$ cat src/rtl/rxfb_pkg.sv
package rxfb_pkg;
  typedef enum logic [2:0] {
    CAP_IDLE,
    CAP_DATA,
    CAP_DROP,
    CAP_LQI,
    CAP_RSSI,
    CAP_LEN
  } cap_state_t;

  localparam int ADR_STAT = 'h031;
  localparam int ADR_MASK = 'h032;
  localparam int ADR_RXCTL = 'h039;
  localparam int ADR_BUF = 'h300;
  localparam int FLAG_BIT = 3;
  localparam int INH_BIT = 2;
endpackage

$ cat src/rtl/rxfb_capture.sv
module rxfb_capture
  import rxfb_pkg::*;
#(
  parameter int DEPTH = 144,
  parameter int IDX_W = 8,
  parameter int DROP_W = 8
) (
  input  logic              clk,
  input  logic              rst_n,
  input  logic              in_valid,
  output logic              in_ready,
  input  logic [7:0]        in_data,
  input  logic              in_last,
  input  logic [7:0]        in_lqi,
  input  logic [7:0]        in_rssi,
  input  logic              inhibit_i,
  input  logic              pending_i,
  output logic              wr_en_o,
  output logic [IDX_W-1:0]  wr_idx_o,
  output logic [7:0]        wr_data_o,
  output logic              commit_o,
  output logic [DROP_W-1:0] drop_count_o
);
  localparam int MAXF = DEPTH - 3;
  localparam logic [IDX_W-1:0] MAXF_C = IDX_W'(MAXF);

  cap_state_t state_q;
  logic [IDX_W-1:0] cnt_q;
  logic [7:0] lqi_q, rssi_q;
  logic [DROP_W-1:0] drop_q;
  logic take, refuse;

  assign in_ready = (state_q == CAP_IDLE) || (state_q == CAP_DATA) || (state_q == CAP_DROP);
  assign take = in_valid && in_ready;
  assign refuse = inhibit_i || pending_i;
  assign drop_count_o = drop_q;

  always_comb begin
    wr_en_o = 1'b0;
    wr_idx_o = '0;
    wr_data_o = '0;
    commit_o = 1'b0;
    case (state_q)
      CAP_IDLE: if (take && !refuse) begin
        wr_en_o = 1'b1;
        wr_idx_o = IDX_W'(1);
        wr_data_o = in_data;
      end
      CAP_DATA: if (take && (cnt_q < MAXF_C)) begin
        wr_en_o = 1'b1;
        wr_idx_o = cnt_q + 1'b1;
        wr_data_o = in_data;
      end
      CAP_LQI: begin
        wr_en_o = 1'b1;
        wr_idx_o = cnt_q + 1'b1;
        wr_data_o = lqi_q;
      end
      CAP_RSSI: begin
        wr_en_o = 1'b1;
        wr_idx_o = cnt_q + 2'd2;
        wr_data_o = rssi_q;
      end
      CAP_LEN: begin
        wr_en_o = 1'b1;
        wr_idx_o = '0;
        wr_data_o = 8'(cnt_q);
        commit_o = 1'b1;
      end
      default: ;
    endcase
  end

  always_ff @(posedge clk) begin
    if (!rst_n) begin
      state_q <= CAP_IDLE;
      cnt_q <= '0;
      lqi_q <= '0;
      rssi_q <= '0;
      drop_q <= '0;
    end else begin
      case (state_q)
        CAP_IDLE: if (take) begin
          if (refuse) begin
            if (drop_q != '1) drop_q <= drop_q + 1'b1;
            if (!in_last) state_q <= CAP_DROP;
          end else begin
            cnt_q <= IDX_W'(1);
            if (in_last) begin
              lqi_q <= in_lqi;
              rssi_q <= in_rssi;
              state_q <= CAP_LQI;
            end else begin
              state_q <= CAP_DATA;
            end
          end
        end
        CAP_DATA: if (take) begin
          if (cnt_q < MAXF_C) cnt_q <= cnt_q + 1'b1;
          if (in_last) begin
            lqi_q <= in_lqi;
            rssi_q <= in_rssi;
            state_q <= CAP_LQI;
          end
        end
        CAP_DROP: if (take && in_last) state_q <= CAP_IDLE;
        CAP_LQI: state_q <= CAP_RSSI;
        CAP_RSSI: state_q <= CAP_LEN;
        CAP_LEN: state_q <= CAP_IDLE;
        default: state_q <= CAP_IDLE;
      endcase
    end
  end


  frame_len_cap_chk: assert property (@(posedge clk) disable iff (!rst_n)
    cnt_q <= MAXF_C);


  refuse_no_write_chk: assert property (@(posedge clk) disable iff (!rst_n)
    (state_q == CAP_IDLE && in_valid && refuse) |-> !wr_en_o);


  ready_back_chk: assert property (@(posedge clk) disable iff (!rst_n)
    commit_o |=> in_ready);


  drop_monotone_chk: assert property (@(posedge clk) disable iff (!rst_n)
    drop_q >= $past(drop_q));
endmodule

$ cat src/rtl/rxfb_mem.sv
module rxfb_mem #(
  parameter int DEPTH = 144,
  parameter int IDX_W = 8
) (
  input  logic             clk,
  input  logic             rst_n,
  input  logic             wr_en,
  input  logic [IDX_W-1:0] wr_idx,
  input  logic [7:0]       wr_data,
  input  logic [IDX_W-1:0] rd_idx,
  output logic [7:0]       rd_data
);
  localparam logic [IDX_W-1:0] LAST_IDX = IDX_W'(DEPTH - 1);

  logic [7:0] store_q [DEPTH];

  always_ff @(posedge clk) begin
    if (wr_en) store_q[wr_idx] <= wr_data;
  end

  assign rd_data = (rd_idx <= LAST_IDX) ? store_q[rd_idx] : 8'h00;


  no_overflow_chk: assert property (@(posedge clk) disable iff (!rst_n)
    wr_en |-> wr_idx <= LAST_IDX);
endmodule

$ cat src/rtl/rxfb_regs.sv
module rxfb_regs
  import rxfb_pkg::*;
#(
  parameter int ADDR_W = 10,
  parameter int IDX_W = 8,
  parameter int DEPTH = 144
) (
  input  logic              clk,
  input  logic              rst_n,
  input  logic              reg_en,
  input  logic              reg_we,
  input  logic [ADDR_W-1:0] reg_addr,
  input  logic [7:0]        reg_wdata,
  output logic [7:0]        reg_rdata,
  input  logic              commit_i,
  output logic [IDX_W-1:0]  mem_rd_idx_o,
  input  logic [7:0]        mem_rd_data_i,
  output logic              inhibit_o,
  output logic              pending_o,
  output logic              irq_o
);
  localparam logic [ADDR_W-1:0] A_STAT = ADDR_W'(ADR_STAT);
  localparam logic [ADDR_W-1:0] A_MASK = ADDR_W'(ADR_MASK);
  localparam logic [ADDR_W-1:0] A_CTL = ADDR_W'(ADR_RXCTL);
  localparam logic [ADDR_W-1:0] A_BUF_LO = ADDR_W'(ADR_BUF);
  localparam logic [ADDR_W-1:0] A_BUF_HI = ADDR_W'(ADR_BUF + DEPTH - 1);

  logic flag_q;
  logic [7:0] mask_q, ctl_q, rdata_q, rd_next;
  logic rd_req, wr_req, in_win;

  assign rd_req = reg_en && !reg_we;
  assign wr_req = reg_en && reg_we;
  assign in_win = (reg_addr >= A_BUF_LO) && (reg_addr <= A_BUF_HI);
  assign mem_rd_idx_o = IDX_W'(reg_addr - A_BUF_LO);
  assign inhibit_o = ctl_q[INH_BIT];
  assign pending_o = flag_q;
  assign irq_o = flag_q && !mask_q[FLAG_BIT];
  assign reg_rdata = rdata_q;

  always_comb begin
    rd_next = 8'h00;
    if (in_win) rd_next = mem_rd_data_i;
    else if (reg_addr == A_STAT) rd_next[FLAG_BIT] = flag_q;
    else if (reg_addr == A_MASK) rd_next = mask_q;
    else if (reg_addr == A_CTL) rd_next = ctl_q;
  end

  always_ff @(posedge clk) begin
    if (!rst_n) begin
      flag_q <= 1'b0;
      mask_q <= 8'h08;
      ctl_q <= 8'h00;
      rdata_q <= 8'h00;
    end else begin
      if (rd_req) rdata_q <= rd_next;
      if (commit_i) flag_q <= 1'b1;
      else if (rd_req && reg_addr == A_STAT) flag_q <= 1'b0;
      if (wr_req && reg_addr == A_MASK) mask_q <= reg_wdata;
      if (wr_req && reg_addr == A_CTL) ctl_q <= reg_wdata;
    end
  end


  flag_source_chk: assert property (@(posedge clk) disable iff (!rst_n)
    $rose(flag_q) |-> $past(commit_i));


  flag_clear_chk: assert property (@(posedge clk) disable iff (!rst_n)
    (rd_req && reg_addr == A_STAT && !commit_i) |=> !flag_q);


  win_write_chk: assert property (@(posedge clk) disable iff (!rst_n)
    (wr_req && in_win) |=> ($stable(mask_q) && $stable(ctl_q)));
endmodule

$ cat src/rtl/rx_frame_buf.sv
module rx_frame_buf #(
  parameter int DEPTH = 144,
  parameter int ADDR_W = 10,
  parameter int DROP_W = 8
) (
  input  logic              clk,
  input  logic              rst_n,
  input  logic              in_valid,
  output logic              in_ready,
  input  logic [7:0]        in_data,
  input  logic              in_last,
  input  logic [7:0]        in_lqi,
  input  logic [7:0]        in_rssi,
  input  logic              reg_en,
  input  logic              reg_we,
  input  logic [ADDR_W-1:0] reg_addr,
  input  logic [7:0]        reg_wdata,
  output logic [7:0]        reg_rdata,
  output logic              irq,
  output logic [DROP_W-1:0] drop_count
);
  localparam int IDX_W = $clog2(DEPTH);

  logic wr_en, commit, inhibit, pending;
  logic [IDX_W-1:0] wr_idx, rd_idx;
  logic [7:0] wr_data, rd_data;

  rxfb_capture #(.DEPTH(DEPTH), .IDX_W(IDX_W), .DROP_W(DROP_W)) cap_i (
    .clk(clk), .rst_n(rst_n),
    .in_valid(in_valid), .in_ready(in_ready), .in_data(in_data),
    .in_last(in_last), .in_lqi(in_lqi), .in_rssi(in_rssi),
    .inhibit_i(inhibit), .pending_i(pending),
    .wr_en_o(wr_en), .wr_idx_o(wr_idx), .wr_data_o(wr_data),
    .commit_o(commit), .drop_count_o(drop_count)
  );

  rxfb_mem #(.DEPTH(DEPTH), .IDX_W(IDX_W)) mem_i (
    .clk(clk), .rst_n(rst_n),
    .wr_en(wr_en), .wr_idx(wr_idx), .wr_data(wr_data),
    .rd_idx(rd_idx), .rd_data(rd_data)
  );

  rxfb_regs #(.ADDR_W(ADDR_W), .IDX_W(IDX_W), .DEPTH(DEPTH)) regs_i (
    .clk(clk), .rst_n(rst_n),
    .reg_en(reg_en), .reg_we(reg_we), .reg_addr(reg_addr),
    .reg_wdata(reg_wdata), .reg_rdata(reg_rdata),
    .commit_i(commit), .mem_rd_idx_o(rd_idx), .mem_rd_data_i(rd_data),
    .inhibit_o(inhibit), .pending_o(pending), .irq_o(irq)
  );
endmodule

$ cat config.mk
export PLATFORM = sky130hd
export DESIGN_NAME = rx_frame_buf
export DESIGN_NICKNAME = d
export VERILOG_FILES = /design/src/rtl/rxfb_pkg.sv /design/src/rtl/rxfb_capture.sv /design/src/rtl/rxfb_mem.sv /design/src/rtl/rxfb_regs.sv /design/src/rtl/rx_frame_buf.sv
export SDC_FILE = /design/constraint.sdc
export NUM_CORES = 1
export LEC_CHECK = 0
export BUFFER_PORTS_ARGS = -buffer_cell sky130_fd_sc_hd__buf_2
export CAP_MARGIN = 25
export CORE_ASPECT_RATIO = 2
export CORE_MARGIN = 10
export CORE_UTILIZATION = 40
export CTS_CLUSTER_SIZE = 12
export DETAILED_ROUTE_END_ITERATION = 8
export PLACE_DENSITY = 0.58
export SYNTH_ARGS = -nofsm -noshare
export SYNTH_HDL_FRONTEND = slang
export SYNTH_HIERARCHICAL = 1
export SYNTH_SLANG_ARGS = --single-unit
$ cat constraint.sdc
create_clock -name clk -period 5.64 [get_ports clk]
set_input_delay 0.564 -clock clk [delete_from_list [all_inputs] [get_ports clk]]
set_output_delay 0.564 -clock clk [all_outputs]
set_load 0.05 [all_outputs]
==> results of run 1 <==
## flip-flops by register name, summed over array words and instances, names as in the netlist
| name | cells |
|---|---|
| mem_i/store_q | 1152 |
| cap_i/cnt_q | 8 |
| cap_i/drop_count_o | 8 |
| cap_i/lqi_q | 8 |
| cap_i/rssi_q | 8 |
| regs_i/ctl_q | 8 |
| regs_i/mask_q | 8 |
| regs_i/reg_rdata | 8 |
| cap_i/state_q | 3 |
| regs_i/pending_o | 1 |
## worst max-delay path: stages (launching register included)
cell and delay (ns):
dfxtp_1 0.55, inv_1 0.15, ha_1 0.21, nand3b_1 0.18, a221o_1 0.40, a21oi_1 0.26, a311oi_1 0.10, buf_4 0.21
nor2b_1 0.43, nand3_1 0.68, nor2_1 0.87
## layer usage
metal	track usage	wire, µm
met5	0	0
met4	0.125	9360
met3	0.0262	6600
met2	0.370	74600
met1	0.204	45700
## final timing paths
check,slack (ns),cells after the start,from,end
worst min-delay path,0.07,3,in_lqi[6],cap_i/lqi_q[6]$_SDFFE_PN0P_
worst max-delay path,1.18,10,cap_i/cnt_q[1]$_SDFFE_PN0P_,mem_i/store_q[102][5]$_DFFE_PP_
worst max register to register,1.18,10,cap_i/cnt_q[1]$_SDFFE_PN0P_,mem_i/store_q[102][5]$_DFFE_PP_
worst min register to register,0.46,2,regs_i/ctl_q[6]$_SDFFE_PN0P_,regs_i/ctl_q[6]$_SDFFE_PN0P_
## metrics by stage
step	power [W]	utilization	setup WS (ns)	hold slack, ns	area, µm²
final	0.0181	0.448	1.18	0.0658	54400
after global routing	0.0186	0.448	0.930	0.0630	54400
after CTS	0.0182	0.447	1.27	0.0200	54400
after detailed placement	0.0114	0.422	1.16	0.451	51300
after global placement	0.0114	0.421	1.17	0.448	51200
after floorplan	0.0109	-	1.29	0.437	49000
## placed cells by master (no fill, tap or decap), types with 6 or more instances in the layout
master | synthesis | final
inv_1 | 11 | 11
nor3_1 | 16 | 16
a211oi_1 | 16 | 16
nand2_1 | 74 | 74
o21ai_1 | 15 | 15
a21oi_1 | 29 | 29
mux4_2 | 147 | 147
a221o_4 | 0 | 8
nand3_1 | 89 | 89
clkbuf_16 | 0 | 112
buf_2 | 30 | 62
nand4_1 | 18 | 18
a22o_1 | 9 | 9
a31oi_1 | 22 | 22
clkbuf_1 | 70 | 48
mux2_2 | 22 | 22
a22oi_1 | 123 | 123
buf_4 | 40 | 101
buf_12 | 1 | 13
nor2b_1 | 21 | 20
nand2b_1 | 18 | 18
nor2_1 | 217 | 216
edfxtp_1 | 1152 | 1152
mux4_1 | 6 | 6
and2_1 | 7 | 7
dfxtp_1 | 60 | 60
o21ai_2 | 6 | 6
mux2i_1 | 338 | 338
nor4_1 | 8 | 8
o21ai_0 | 40 | 40
a221oi_1 | 18 | 18
## area by class of cell
class                      count  share of cell area
clock buffer                 161              0.0549
timing repair buffer         180              0.0254
tap                         1555              0.0357
sequential                  1212               0.658
antenna                        1           0.0000460
multi-input combinational   1361               0.223
inverter                      12            0.000828
clock inverter                 8             0.00269
## logic make-up (layout without fill, tap and decap cells)
| kind of cell | count (synthesis) | after routing | synth area share |
|---|---|---|---|
| buffers and inverters | 193 | 361 | 0.0244 |
| AOI/OAI and AO/OA | 326 | 326 | 0.0485 |
| muxes | 513 | 513 | 0.145 |
| DFF | 1212 | 1212 | 0.730 |
| other | 0 | 1 | 0 |
| and+or+nand+nor | 517 | 517 | 0.0507 |
| adders and majority gates | 4 | 4 | 0.00102 |
| xor gates and xnor gates | 1 | 1 | 0.000179 |
## power breakdown
group	total, W	switching (W)	leakage [nW]	internal, W
Combinational	0.00119	0.000833	5.47	0.000357
Clock	0.00686	0.00321	1.51	0.00365
Sequential	0.0100	0.0000188	11.1	0.00999
==> results.yml, run 1 <==
global_routing:
  grt_max_degree: 113
  grt_pass1_wl_mm: 196
  grt_pass1_vias: 27400
  antenna_found_initial: 2
  grt_remaining_overflow: 0
  grt_use_total: 0.198
cts:
  clk_latency_ns: 0.75
  cts_hold_buf: 0
  cts_made_buffers: 111
  cts_tree: "yes"
  cts_resized: 0
  h-tree-depth: 3
  post-cts-setup-buffers: 0
  clk_path_buf_depth: 3
  ctsRootBufferMaster: "clkbuf_16"
  clkTransAtPathRegs_ns: 0.07
  cts.sinks: 1212
power:
  power_density_nw_per_um2: 332
  power.leakage_nw: 18.1
  max-vdd-ir-drop_mv: 0.321
route:
  avgRoutedWirePerCell_um: 30.3
  via_count: 26200
  viasPerCell: 5.83
  wl_mm: 136
  drc_errors: 0
  first_pass_iters: 5
  drt_iter0_markers: 2202
  postRouteAntennaNets: 0
cells_and_area:
  multi_input_area_um2: 12100
  layout-drive-gt1-share: 0.175
  final_cells: 4490
  regArea_um2: 35800
  areaGrowthSynthToFinish_pct: 11.1
  fillers: 10300
  nNetsFinal: 2930
floorplanning:
  die-area_um2: 138000
  core_area_um2: 122000
  dieWidth_um: 268
  dieHeight_um: 515
  start_util: 0.403
  boundaryPins: 66
  row_count: 181
placement:
  gp_congestion: 0.894
  dpl.hpwl_mm: 91.8
  dp_cells: 4318
  numPortBuffers: 65
status:
  outcome: "finished, final reports clean"
synth:
  ys_warn_count: 6
  synth_edf_count: 1152
  synth_area_leaders: "edfxtp_1 (71%), mux2i_1 (6.9%), mux4_2 (6.8%)"
  ys_seq_area_frac: 0.730
  yosys.cell_count.top_type: "edfxtp_1"
  ys_ff_latch: 1212
  synth.distinct_cells: 83
  ys_async_sr_fraction: 0
  yosysTopAreaCellShare: 0.706
  syn-num-nets: 2818
  avgSynthCellArea_um2: 17.7
  synthFlopType: "edfxtp_1"
  synth_top_cell_by_area: "edfxtp_1"
  netlist_area_um2: 49000
  synthCells: 2766
  synth.top_cells.by_count: "edfxtp_1 (1,152), mux2i_1 (338), nor2_1 (217)"
sta:
  worst_pin_slew_ns: 1.10
  rsz0062_at_grt: "false"
  finalHoldViolations: 0
  slew_viol_final: 0
  fin_worst_skew_ns: 0.0350
  fmax_mhz: 224
  setup_viol: 0
  slew_headroom: 0.267
  layout_min_cycle_time_ns: 4.46
  post-route-period-util: 0.790
  fin_tns_setup_ns: 0
critical_path:
  crit_path_end_kind: "flop"
  crit_required_ns: 5.98
  crit_path_max_fanout: 11
  worstPathArrival_ns: 4.80
  setup.worst_path.class: "reg -> reg"
  startpoint_type: "flop"
run:
  cap_violations: 0
hold_path:
  hp-class: "in -> reg"
Note: power is estimated with default switching activity, not from simulation.
==> run 2: changes to the inputs <==
--- a/config.mk
+++ b/config.mk
@@ -5,6 +5,7 @@
 export SDC_FILE = /design/constraint.sdc
 export NUM_CORES = 1
 export LEC_CHECK = 0
+export ABC_AREA = 1
 export BUFFER_PORTS_ARGS = -buffer_cell sky130_fd_sc_hd__buf_2
 export CAP_MARGIN = 25
 export CORE_ASPECT_RATIO = 2
==> constraint.sdc (replaced) <==
create_clock -name clk -period 4.4 [get_ports clk]
set_input_delay 0.44 -clock clk [delete_from_list [all_inputs] [get_ports clk]]
set_output_delay 0.44 -clock clk [all_outputs]
set_load 0.05 [all_outputs]
==> run 2 against run 1 <==
Net effect:
- non-clock buffer count grew 75
- clock skew shrank 0.016 ns
- sequential power grew 36%
- critical path depth grew 3
- maximum frequency grew 16%
- register-to-register slack lost 0.64 ns
- flip-flop and latch count is the same
- critical path type unchanged
- highest routed layer unchanged
- clock power grew 27%
- clock-buffer cell count shrank 33
==> results.yml, run 2 <==
synth:
  ys_warn_count: 6
  avgSynthCellArea_um2: 10.7
  synth_edf_count: 1152
  synth_area_leaders: "edfxtp_1 (67%), nand2_1 (11%), nand3_1 (7.6%)"
  yosys.cell_count.top_type: "nand2_1"
  synth.distinct_cells: 43
  syn-num-nets: 4897
  netlist_area_um2: 51700
  ys_seq_area_frac: 0.693
  synthFlopType: "edfxtp_1"
  synth_top_cell_by_area: "edfxtp_1"
  synth.top_cells.by_count: "nand2_1 (1,508), edfxtp_1 (1,152), nand3_1 (783)"
  ys_async_sr_fraction: 0
  synthCells: 4845
  ys_ff_latch: 1212
  yosysTopAreaCellShare: 0.670
cts:
  clk_latency_ns: 0.73
  ctsRootBufferMaster: "clkbuf_16"
  cts_tree: "yes"
  clkTransAtPathRegs_ns: 0.06
  h-tree-depth: 3
  clk_path_buf_depth: 3
  cts_made_buffers: 112
  cts.sinks: 1212
placement:
  dpl.hpwl_mm: 97.3
  numPortBuffers: 65
  gp_congestion: 0.926
global_routing:
  antenna_found_initial: 1
  grt_pass1_vias: 35200
  grt_remaining_overflow: 0
  grt_pass1_wl_mm: 226
  grt_use_total: 0.208
  grt_max_degree: 145
route:
  avgRoutedWirePerCell_um: 23.0
  first_pass_iters: 5
  via_count: 35300
  viasPerCell: 5.31
  postRouteAntennaNets: 0
  drt_iter0_markers: 3000
  wl_mm: 153
  drc_errors: 0
sta:
  finalHoldViolations: 0
  rsz0062_at_grt: "false"
  fin_tns_setup_ns: 0
  setup_viol: 0
  slew_headroom: 0.342
  post-route-period-util: 0.877
  layout_min_cycle_time_ns: 3.86
  fmax_mhz: 259
  worst_pin_slew_ns: 0.984
  slew_viol_final: 0
  fin_worst_skew_ns: 0.0194
critical_path:
  slowest_delay_ns: 0.86
  worst_path_most_repeated_cell: "nand2_1"
  crit_path_end_kind: "flop"
  crit_required_ns: 4.74
  startpoint_type: "flop"
  worstPathArrival_ns: 4.20
  crit_chain: "inv_1, ha_1, inv_1, nand3_1, nand3_1, nand2_1, nand3_1, nand2_1, nand2_1, nand2_1, nor2_1, nand2_1, nor2_1"
  r2r_slack_ns: 0.54
  crit_path_max_fanout: 16
  slowest_stage: "nor2_1"
  setup.worst_path.class: "reg -> reg"
floorplanning:
  dieHeight_um: 528
  die-area_um2: 145000
  boundaryPins: 66
  start_util: 0.402
  row_count: 186
  dieWidth_um: 274
  core_area_um2: 128000
cells_and_area:
  layout-drive-gt1-share: 0.0792
  final_util: 0.448
  nNetsFinal: 4987
  largest_register_ffs: 1152
  final_common_cell: "nand2_1"
  final_cell_mix: "nand2_1 (1,506), edfxtp_1 (1,152), nand3_1 (783)"
  top_register: "mem_i/store_q"
  fillers: 12000
  areaGrowthSynthToFinish_pct: 11.3
power:
  power_density_nw_per_um2: 447
  max-vdd-ir-drop_mv: 0.399
  power.leakage_nw: 21.8
status:
  outcome: "finished, final reports clean"
run:
  cap_violations: 0
hold_path:
  hp-class: "in -> reg"
[run 2: cell types whose count changed in the layout (fill, tap and decap cells not counted), sizes merged, moves of 52 or more]
| cell | change |
|---|---|
| inv | +288 |
| buf | +52 |
| nor2 | +237 |
| nand3 | +691 |
| o21ai | +110 |
| a22oi | -123 |
| mux2i | -338 |
| nand2 | +1440 |
| mux4 | -153 |
[run 2: logic make-up after synthesis]
group                    after synthesis  share of synthesized area
adder cells (fa/ha/maj)                4                   0.000969
XOR/XNOR                               8                    0.00136
buffers and inverters                583                     0.0527
flip-flops                          1212                      0.693
AO/OA/AOI/OAI                        262                     0.0283
AND/OR/NAND/NOR                     2776                      0.224
[run 2: repair_timing]
item / 4_1_cts / 5_1_grt
hold endpoints to repair: 27 / 0
buffers inserted: 0 / 0
gates resized for setup: 0 / 0
hold buffers: 24 / 0
[run 2: final timing paths]
check,startpoint,to,depth (start not counted)
worst min-delay path,reg_we,regs_i/reg_rdata[3]$_SDFFE_PN0P_,3
worst min register to register,regs_i/ctl_q[3]$_SDFFE_PN0P_,regs_i/ctl_q[3]$_SDFFE_PN0P_,2
worst max-delay path,cap_i/cnt_q[1]$_SDFFE_PN0P_,mem_i/store_q[23][1]$_DFFE_PP_,13
worst max register to register,cap_i/cnt_q[1]$_SDFFE_PN0P_,mem_i/store_q[23][1]$_DFFE_PP_,13
[run 2: worst max-delay path: cells and delay by family, from the launching register on]
kind	cells	cell delay, ns
buf+inv	2	0.17
flops	1	0.42
simple gates	10	2.66
fa+ha+maj	1	0.20
[run 2: where the power goes]
| group | switching (W) | internal, W | leakage [nW] |
|---|---|---|---|
| clock | 0.00405 | 0.00465 | 1.48 |
| combinational | 0.00272 | 0.000696 | 9.27 |
| sequential | 0.0000958 | 0.0135 | 11.0 |
[run 2: stage by stage]
step	instances	hold slack, ns	worst slack (ns)	power (W)	instance area (µm²)
2_1_floorplan	4845	0.424	0.0120	0.0158	51700
3_3_place_gp	6487	0.441	0.593	0.0172	54200
3_5_place_dp	6489	0.449	0.595	0.0172	54200
4_1_cts	6651	0.0567	0.594	0.0259	57500
5_1_grt	6652	0.132	0.387	0.0265	57500
6_report	6652	0.117	0.542	0.0257	57500
[run 2: layout make-up]
cell class | count | area [µm²] | share of cell area
Clock inverter | 10 | 131 | 0.00228
Clock buffer | 128 | 2890 | 0.0503
Multi-Input combinational cell | 3050 | 13200 | 0.229
Inverter | 304 | 1170 | 0.0203
Sequential cell | 1212 | 35800 | 0.623
Timing Repair Buffer | 255 | 2220 | 0.0387
Antenna cell | 1 | 2.50 | 0.0000435
Tap cell | 1692 | 2120 | 0.0368
[run 2: per-layer routing]
metal  up-vias  global-route usage  routed length [µm]
met4         0               0.135               10800
met3       387              0.0258                7710
met1     17200               0.226               54300
li1      16500                   -                   -
met5         -                   0                   0
met2      1244               0.376               79900
